File: src/rtl/cidt_pkg.sv
package cidt_pkg;
  localparam int DEF_NUM_IDS    = 16;
  localparam int DEF_CTX_W      = 32;
  localparam int DEF_STAT_W     = 15;
  localparam int DEF_PEND_DEPTH = 8;
endpackage

File: src/rtl/cidt_fifo.sv
module cidt_fifo #(
  parameter int WIDTH = 8,
  parameter int DEPTH = 4,       // power of two, at least 2
  parameter bit INIT_FULL = 1'b0, // reset contents 0..DEPTH-1
  localparam int PW = $clog2(DEPTH),
  localparam int CW = $clog2(DEPTH + 1)
) (
  input  logic             clk,
  input  logic             rst_n,
  input  logic             push,
  input  logic [WIDTH-1:0] push_data,
  input  logic             pop,
  output logic [WIDTH-1:0] pop_data,
  output logic             empty,
  output logic             full
);
  logic [WIDTH-1:0] mem [DEPTH];
  logic [PW-1:0]    rptr, wptr;
  logic [CW-1:0]    cnt;

  always_ff @(posedge clk or negedge rst_n) begin
    if (!rst_n) begin
      rptr <= '0;
      wptr <= '0;
      cnt  <= INIT_FULL ? CW'(DEPTH) : '0;
    end else begin
      if (push) wptr <= wptr + PW'(1);
      if (pop)  rptr <= rptr + PW'(1);
      cnt <= cnt + CW'(push) - CW'(pop);
    end
  end

  generate
    if (INIT_FULL) begin : g_preload
      always_ff @(posedge clk or negedge rst_n) begin
        if (!rst_n) begin
          for (int i = 0; i < DEPTH; i++) mem[i] <= WIDTH'(i);
        end else if (push) begin
          mem[wptr] <= push_data;
        end
      end
    end else begin : g_plain
      always_ff @(posedge clk) begin
        if (push) mem[wptr] <= push_data;
      end
    end
  endgenerate

  assign pop_data = mem[rptr];
  assign empty    = (cnt == '0);
  assign full     = (cnt == CW'(DEPTH));
endmodule

File: src/rtl/cidt_table.sv
module cidt_table #(
  parameter int NUM_IDS = 16,
  parameter int CTX_W   = 32,
  localparam int ID_W   = $clog2(NUM_IDS)
) (
  input  logic             clk,
  input  logic             rst_n,
  input  logic             wr_en,
  input  logic [ID_W-1:0]  wr_id,
  input  logic [CTX_W-1:0] wr_ctx,
  input  logic             clr_en,
  input  logic [ID_W-1:0]  clr_id,
  input  logic [ID_W-1:0]  rd_id,
  output logic             rd_hit,
  output logic [CTX_W-1:0] rd_ctx
);
  logic [NUM_IDS-1:0] live;
  logic [CTX_W-1:0]   ctx_mem [NUM_IDS];

  always_ff @(posedge clk or negedge rst_n) begin
    if (!rst_n) begin
      live <= '0;
    end else begin
      if (clr_en) live[clr_id] <= 1'b0;
      if (wr_en)  live[wr_id]  <= 1'b1;
    end
  end

  always_ff @(posedge clk) begin
    if (wr_en) ctx_mem[wr_id] <= wr_ctx;
  end

  assign rd_hit = live[rd_id];
  assign rd_ctx = ctx_mem[rd_id];
endmodule

File: src/rtl/cid_tracker.sv
module cid_tracker #(
  parameter int NUM_IDS    = cidt_pkg::DEF_NUM_IDS,
  parameter int CTX_W      = cidt_pkg::DEF_CTX_W,
  parameter int STAT_W     = cidt_pkg::DEF_STAT_W,
  parameter int PEND_DEPTH = cidt_pkg::DEF_PEND_DEPTH,
  localparam int ID_W      = $clog2(NUM_IDS)
) (
  input  logic              clk,
  input  logic              rst_n,
  input  logic              req_valid,
  output logic              req_ready,
  input  logic [CTX_W-1:0]  req_ctx,
  output logic              iss_valid,
  input  logic              iss_ready,
  output logic [ID_W-1:0]   iss_id,
  output logic [CTX_W-1:0]  iss_ctx,
  input  logic              cpl_valid,
  output logic              cpl_ready,
  input  logic [ID_W-1:0]   cpl_id,
  input  logic [STAT_W-1:0] cpl_status,
  input  logic              cpl_dnr,
  output logic              ret_valid,
  input  logic              ret_ready,
  output logic [ID_W-1:0]   ret_id,
  output logic [CTX_W-1:0]  ret_ctx,
  output logic [STAT_W-1:0] ret_status,
  output logic              ret_dnr,
  output logic              err_spurious,
  output logic              idle
);
  logic pend_empty, pend_full, free_empty, free_full;
  logic iss_fire, cpl_fire, hit, retire_hit;
  logic [CTX_W-1:0] hit_ctx;

  assign req_ready  = !pend_full;
  assign iss_valid  = !pend_empty && !free_empty;
  assign iss_fire   = iss_valid && iss_ready;
  assign cpl_ready  = !ret_valid || ret_ready;
  assign cpl_fire   = cpl_valid && cpl_ready;
  assign retire_hit = cpl_fire && hit;

  cidt_fifo #(.WIDTH(CTX_W), .DEPTH(PEND_DEPTH), .INIT_FULL(1'b0)) pend_q (
    .clk(clk), .rst_n(rst_n),
    .push(req_valid && req_ready), .push_data(req_ctx),
    .pop(iss_fire), .pop_data(iss_ctx),
    .empty(pend_empty), .full(pend_full)
  );

  cidt_fifo #(.WIDTH(ID_W), .DEPTH(NUM_IDS), .INIT_FULL(1'b1)) free_q (
    .clk(clk), .rst_n(rst_n),
    .push(retire_hit), .push_data(cpl_id),
    .pop(iss_fire), .pop_data(iss_id),
    .empty(free_empty), .full(free_full)
  );

  cidt_table #(.NUM_IDS(NUM_IDS), .CTX_W(CTX_W)) tbl (
    .clk(clk), .rst_n(rst_n),
    .wr_en(iss_fire), .wr_id(iss_id), .wr_ctx(iss_ctx),
    .clr_en(retire_hit), .clr_id(cpl_id),
    .rd_id(cpl_id), .rd_hit(hit), .rd_ctx(hit_ctx)
  );

  always_ff @(posedge clk or negedge rst_n) begin
    if (!rst_n) begin
      ret_valid    <= 1'b0;
      ret_id       <= '0;
      ret_ctx      <= '0;
      ret_status   <= '0;
      ret_dnr      <= 1'b0;
      err_spurious <= 1'b0;
    end else begin
      err_spurious <= cpl_fire && !hit;
      if (retire_hit) begin
        ret_valid  <= 1'b1;
        ret_id     <= cpl_id;
        ret_ctx    <= hit_ctx;
        ret_status <= cpl_status;
        ret_dnr    <= cpl_dnr;
      end else if (ret_ready) begin
        ret_valid  <= 1'b0;
      end
    end
  end

  // free list full means every identifier is home, i.e. none outstanding
  assign idle = free_full && pend_empty;
endmodule

File: config.mk
export PLATFORM = sky130hd
export DESIGN_NAME = cid_tracker
export DESIGN_NICKNAME = d
export VERILOG_FILES = /design/src/rtl/cidt_pkg.sv /design/src/rtl/cidt_fifo.sv /design/src/rtl/cidt_table.sv /design/src/rtl/cid_tracker.sv
export SDC_FILE = /design/constraint.sdc
export NUM_CORES = 1
export LEC_CHECK = 0
export BUFFER_PORTS_ARGS = -buffer_cell sky130_fd_sc_hd__buf_2
export CAP_MARGIN = 25
export CORE_MARGIN = 3
export CORE_UTILIZATION = 53
export CTS_CLUSTER_SIZE = 20
export DETAILED_ROUTE_END_ITERATION = 8
export PLACE_DENSITY_LB_ADDON = 0.15
export SYNTH_ARGS = -nofsm -noshare
export SYNTH_HDL_FRONTEND = slang
export SYNTH_SLANG_ARGS = --single-unit
File: constraint.sdc
create_clock -name clk -period 7.9 [get_ports clk]
set_clock_uncertainty 0.1 [all_clocks]
set_input_delay 0 -clock clk [delete_from_list [all_inputs] [get_ports clk]]
set_output_delay 0 -clock clk [all_outputs]
set_load 0.05 [all_outputs]
# Word level (Yosys, flattened, before mapping)
# Memories as Yosys holds them, arrays and structs flattened. A register that Yosys moved wholly into a read port is not among the register bits.
# Cells that the tools add are included.
# W data, S select, Z words.
dict set report op_classes {
  n_addsub 8
  n_lt_le_gt_ge 7
  n_eq_ne 2
  mux 20
  bitwise 5
  reduce_logical 20
}
# op count
set ops {}
lappend ops {{$bwmux W64} 1}
lappend ops {{$mux W16} 2}
lappend ops {{$and A16 B16 Y16} 1}
lappend ops {{$bmux W4 S4} 1}
lappend ops {{$demux W4 S4} 1}
lappend ops {{$not A16 Y16} 1}
lappend ops {{$or A16 B16 Y16} 1}
lappend ops {{$mux W4} 3}
lappend ops {{$ge A5 B5 Y1 const B} 2}
lappend ops {{$logic_and A1 B1 Y1} 10}
lappend ops {{$lt A4 B5 Y1 const B} 2}
lappend ops {{$not A4 Y5} 2}
lappend ops {{$mux W1} 9}
lappend ops {{$add A4 B1 Y4 const B} 2}
lappend ops {{$demux W1 S4} 2}
lappend ops {{$ge A4 B1 Y1 const B} 2}
lappend ops {{$add A3 B1 Y3 const B} 2}
lappend ops {{$logic_not A1 Y1} 6}
lappend ops {{$add A5 B1 Y5} 1}
lappend ops {{$eq A5 B5 Y1 const B} 1}
lappend ops {{$logic_not A5 Y1} 1}
lappend ops {{$lt A5 B1 Y1 const B} 1}
lappend ops {{$sub A5 B1 Y5} 1}
lappend ops {{$add A4 B1 Y4} 1}
lappend ops {{6 further kinds} 6}
dict set report word_totals {
  ff_bits 125
  ram_bits 768
  input_bits 58
  out_inout_bits 94
  wordCells 92
  memories 2
}
# name depth width rd rd_clocked_by_memory_dff wr line_no
set mem_list {}
lappend mem_list {tbl.ctx_mem 16 32 1 1 1 cidt_table.sv:18} ;# logic [CTX_W-1:0] ctx_mem [NUM_IDS];
lappend mem_list {pend_q.mem 8 32 1 0 1 cidt_fifo.sv:17} ;# logic [WIDTH-1:0] mem [DEPTH];

# Depth between registers and ports, before layout
dict set report depth {
  ltp_word 10
  mapped_depth 13
}

# By module
# From an unflattened synthesis, not the netlist that was laid out.
dict set report unflattened {
  cells_unflattened 1672
  hier_area_um2 36428.7
}
# mod n_inst cells_each area_per_inst_um2 seq_area_each_um2
set modules_own_cells {}
lappend modules_own_cells {cidt_table 1 875 20130.6 15775.1}
lappend modules_own_cells {{cidt_fifo at pend_q} 1 424 10276.1 7937.6}
lappend modules_own_cells {{cidt_fifo at free_q} 1 250 3709.8 1968.1}
lappend modules_own_cells {cid_tracker 1 123 2312.2 1351.3}

# Worst setup path after synthesis
# OpenSTA, ideal clock, no wires.
dict set report synth_path {
  path_type {reg2reg}
  start {register free_q.rptr[0]}
  end {memory tbl.ctx_mem[12][0], enable pin}
  arrival_time_ns 5.476
  t_required_ns 7.297
  slack_ns 1.821
  path_stages_with_launch 7
  n_path_buf 1
  period_less_slack_ns 6.079
  cell_sequence {dfrtp_1 > buf_4 > mux4_2 > mux2i_1 > mux2i_1 > nand2_1 > nor4_1}
}
dict set report synth_between {
  elab_chain_cells 4
}
# item line_no
set synth_rtl {}
lappend synth_rtl {{start, declared} cidt_fifo.sv:18} ;# logic [PW-1:0] rptr, wptr;
lappend synth_rtl {{start signal, assigned} cidt_fifo.sv:28} ;# if (pop) rptr <= rptr + PW'(1);
lappend synth_rtl {{$not A4 Y5 (not written as such)} cidt_fifo.sv:49} ;# assign pop_data = mem[rptr];
lappend synth_rtl {{$bmux W4 S4} cidt_fifo.sv:49}
lappend synth_rtl {{$mux W4 (not written as such) (2 in a row)} cidt_fifo.sv:49}
lappend synth_rtl {{named net iss_id[3]} cid_tracker.sv:15} ;# output logic [ID_W-1:0] iss_id,
lappend synth_rtl {{end, declared} cidt_table.sv:18}
# The timed path passes the listed nets, and every way through them passes these cells. The select of a mux whose other input is x is not followed.

# Final worst setup path
dict set report layout_path {
  start {register free_q.rptr[2]}
  end {memory tbl.ctx_mem[3][19], enable pin}
}
dict set report layout_between {
  elab_chain_cells 4
}
# item line_no
set layout_rtl {}
lappend layout_rtl {{$not A4 Y5 (not written as such)} cidt_fifo.sv:49}
lappend layout_rtl {{$bmux W4 S4} cidt_fifo.sv:49}
lappend layout_rtl {{$mux W4 (not written as such) (2 in a row)} cidt_fifo.sv:49}
# No other way between the ends. The select of a mux whose other input is x is not followed.

==> results.cfg <==
[yosys]
synth_warnings = 0
netlist_instances = 1617
synth_cell_type_count = 44
ys_seq_area_share_pct = 74.8
avgSynthCellArea_um2 = 22.3
synth_area_um2 = 36100
synth-async-reset-ratio_pct = 17.0
synth_fp_nets = 1695
synth-edff-count = 768
synthFlopType = edfxtp_1
ys_ff_latch = 925

[sta]
max_slew_margin_pct = 31.4
rsz0062_at_grt = false
post-route-min-period_ns = 3.86
tightest_slew_ns = 1.03
fin_crit_sh_pct = 48.8
fin_setup_tns_ns = 0
hold_viol = 0
drv_slew = 0
max_freq_mhz = 259
setup_viol = 0

[detailed_routing]
vias = 16800
dr.pass1.iters = 5
wl_per_cell_um = 26.6
initialDrtViolationCount = 1352
drcViolationCount = 0
postRouteAntennaNets = 0
totalWireLength_um = 75300
via_per_inst = 5.95

[pwr]
p_seq_share_pct = 45.2
switchingPower_mw = 5.17
power_frac_clock_pct = 26.6
internal_power_mw = 10.5
p_total_mw = 15.6
leakage_nw = 14.3
power_frac_comb_pct = 28.2
switching_share_pct = 33.1
power_per_cell_area_nw_per_um2 = 375
peakVddDrop_uv = 244

[global_routing]
grtUsageMet3_pct = 3.56
grt_use_met1_pct = 30.2
grt_max_degree = 75
grt.overflow.total = 0
grt_pass1_vias = 18100
antenna_found_initial = 1
grt.busiest_layer = met2
grt_pass1_wl_um = 114000
grt_usage_pct = 21.7
grtUsageMet2_pct = 36.5

[critical_path]
critPathArrivalTime_ns = 4.08
crit_type = flip-flop to flip-flop
cp_max_fo = 19
cp-end-kind = flip-flop
crit_required_ns = 8.12
start_kind = flip-flop

[status]
status = finished, final reports clean

[die]
ios = 152
die_w_um = 267
coreArea_um2 = 67400
dieArea_um2 = 71400
num_rows = 95
initial_core_util_pct = 53.6
die_h_um = 267

[finish]
fillers = 4585
area_growth_pct = 15.3
nets = 1958
drive_gt1_share_pct = 38.9
multi_input_area_um2 = 8820
diodes = 0
regArea_um2 = 27000

[job]
cap_violations = 0

[clock_tree]
cts_made_buffers = 92
clock_latency_ns = 0.63
path_clk_slew_ns = 0.06
cts_resized = 0
clockBufferDepth = 3
tritoncts = yes
clock-sinks = 925
ctsHoldBuffers = 61
cts_root_buf = clkbuf_16
htreeDepth = 3
postCtsSetupBuffers = 0

[place]
dp_hpwl_um = 41900
portBuffers = 151
gp_congestion = 0.776

[min_path]
hp-class = input pin to flip-flop
-- layout by cell type (no fill, tap or decap), types with 6 or more instances in the layout --
| master | Yosys | final |
|---|---|---|
| mux4_2 | 244 | 244 |
| mux2i_1 | 13 | 12 |
| nor4_2 | 0 | 6 |
| mux2_1 | 30 | 30 |
| mux2_4 | 20 | 20 |
| nor2_4 | 0 | 14 |
| dfrtp_1 | 124 | 122 |
| clkbuf_8 | 0 | 12 |
| o21ai_0 | 25 | 25 |
| mux2_2 | 102 | 102 |
| clkinv_1 | 0 | 12 |
| ha_1 | 18 | 18 |
| buf_4 | 3 | 35 |
| xnor2_1 | 10 | 10 |
| dlygate4sd3_1 | 0 | 60 |
| nand2_1 | 24 | 24 |
| clkbuf_16 | 0 | 94 |
| clkinv_2 | 0 | 13 |
| edfxtp_1 | 768 | 768 |
| clkbuf_1 | 49 | 31 |
| o41ai_1 | 7 | 7 |
| nand2b_1 | 7 | 7 |
| nor2_1 | 30 | 16 |
| dfstp_2 | 33 | 33 |
| xor2_1 | 6 | 6 |
| buf_2 | 16 | 147 |
| inv_1 | 11 | 11 |
| nand3_1 | 11 | 11 |
-- cells in the mapped netlist (3+ instances only) --
cell type | count | area (µm²)
o21ai_0 | 25 | 125
and2_1 | 3 | 18.8
mux2_4 | 20 | 300
clkbuf_1 | 49 | 184
a21oi_1 | 5 | 25.0
buf_1 | 6 | 22.5
nor2_1 | 30 | 113
nand2b_1 | 7 | 43.8
o41ai_1 | 7 | 61.3
nor4_1 | 6 | 37.5
buf_4 | 3 | 22.5
dfrtp_1 | 124 | 3100
buf_6 | 8 | 90.1
buf_2 | 16 | 80.1
o211ai_2 | 3 | 37.5
inv_1 | 11 | 41.3
xor2_1 | 6 | 52.6
nand3b_1 | 5 | 37.5
or2_2 | 4 | 25.0
mux4_2 | 244 | 5500
edfxtp_1 | 768 | 23100
and3_1 | 3 | 18.8
ha_1 | 18 | 225
mux2_2 | 102 | 1150
nand2_1 | 24 | 90.1
dfstp_2 | 33 | 867
mux2_1 | 30 | 338
nand3_1 | 11 | 55.1
mux2i_1 | 13 | 130
nor2_2 | 5 | 31.3
xnor2_1 | 10 | 87.6
-- state kept, by name (all words and copies together) (netlist names) --
register,cells
ret_valid,1
ret_dnr,1
free_q.rptr,4
pend_q.cnt,4
free_q.cnt,5
free_q.wptr,4
free_q.mem,64
err_spurious,1
ret_ctx,32
pend_q.rptr,3
ret_status,15
pend_q.mem,256
pend_q.wptr,3
tbl.ctx_mem,512
ret_id,4
tbl.live,16
-- cell type report --
class,count,area share [%]
timing repair buffer,251,4.27
multi-input combinational,597,21.2
inverter,13,0.117
clock buffer,137,6.32
tap,873,2.62
sequential,925,64.9
clock inverter,34,0.645
-- power groups by stage --
stage	registers, mW	logic [mW]	clock network, mW
finish	7.07	4.41	4.15
detailed placement	7.17	4.38	0
global route	7.14	4.70	4.45
floorplan	7.50	2.63	0
global placement	7.13	4.24	0
CTS	7.08	4.42	4.26
-- metrics by stage --
step	cells	hold slack (ns)	setup slack, ns	instance area [µm²]	utilization [%]
after detailed placement	2595	0.0757	4.04	38100	56.5
final	2830	0.0403	4.04	41700	61.8
after global placement	2593	0.0561	3.83	38000	56.4
after global routing	2830	0.0438	3.83	41700	61.8
after CTS	2827	0.000775	4.02	41600	61.7
after floorplan	1617	-0.396	1.82	36100	-
-- kinds of logic (layout without fill, tap and decap cells) --
group,Yosys count,count (layout),share of synthesized area [%]
flip-flops,925,925,74.8
XOR/XNOR,16,16,0.388
adder cells (fa/ha/maj),20,20,0.734
buffers and inverters,95,435,1.24
multiplexers,409,409,20.5
AND/OR/NAND/NOR,105,105,1.42
AO/OA/AOI/OAI,47,47,0.900
-- critical path, stage by stage (launching register included) --
cell and delay, ns:
dfrtp_1 0.89, mux4_2 0.38, mux2i_1 0.07, mux2_2 0.37
inv_1 0.34, nand3_1 0.48, nor2_4 0.65, buf_16 0.25
-- metal layers --
metal	wire, µm	part of all wire, %	vias up
met5	0	0	-
met4	1300	1.7	0
met3	3860	5.1	89
met2	38100	51	438
met1	32100	43	9099
li1	-	-	7219
-- worst paths after layout --
path	from	end	slack, ns	depth (start not counted)
setup / recovery	free_q.rptr[2]$_DFFE_PN0P_	tbl.ctx_mem[3][19]$_DFFE_PP_	4.04	7
hold / removal	cpl_status[0]	ret_status[0]$_DFFE_PN0P_	0.04	3
setup reg to reg	free_q.rptr[2]$_DFFE_PN0P_	tbl.ctx_mem[3][19]$_DFFE_PP_	4.04	7
hold reg to reg	ret_status[13]$_DFFE_PN0P_	ret_status[13]$_DFFE_PN0P_	0.39	1
max in group asynchronous	rst_n	ret_ctx[17]$_DFFE_PN0P_	5.94	4
min in group asynchronous	rst_n	free_q.mem[20]$_DFFE_PN0P_	0.44	3
Power figures use the tool's default switching activity.
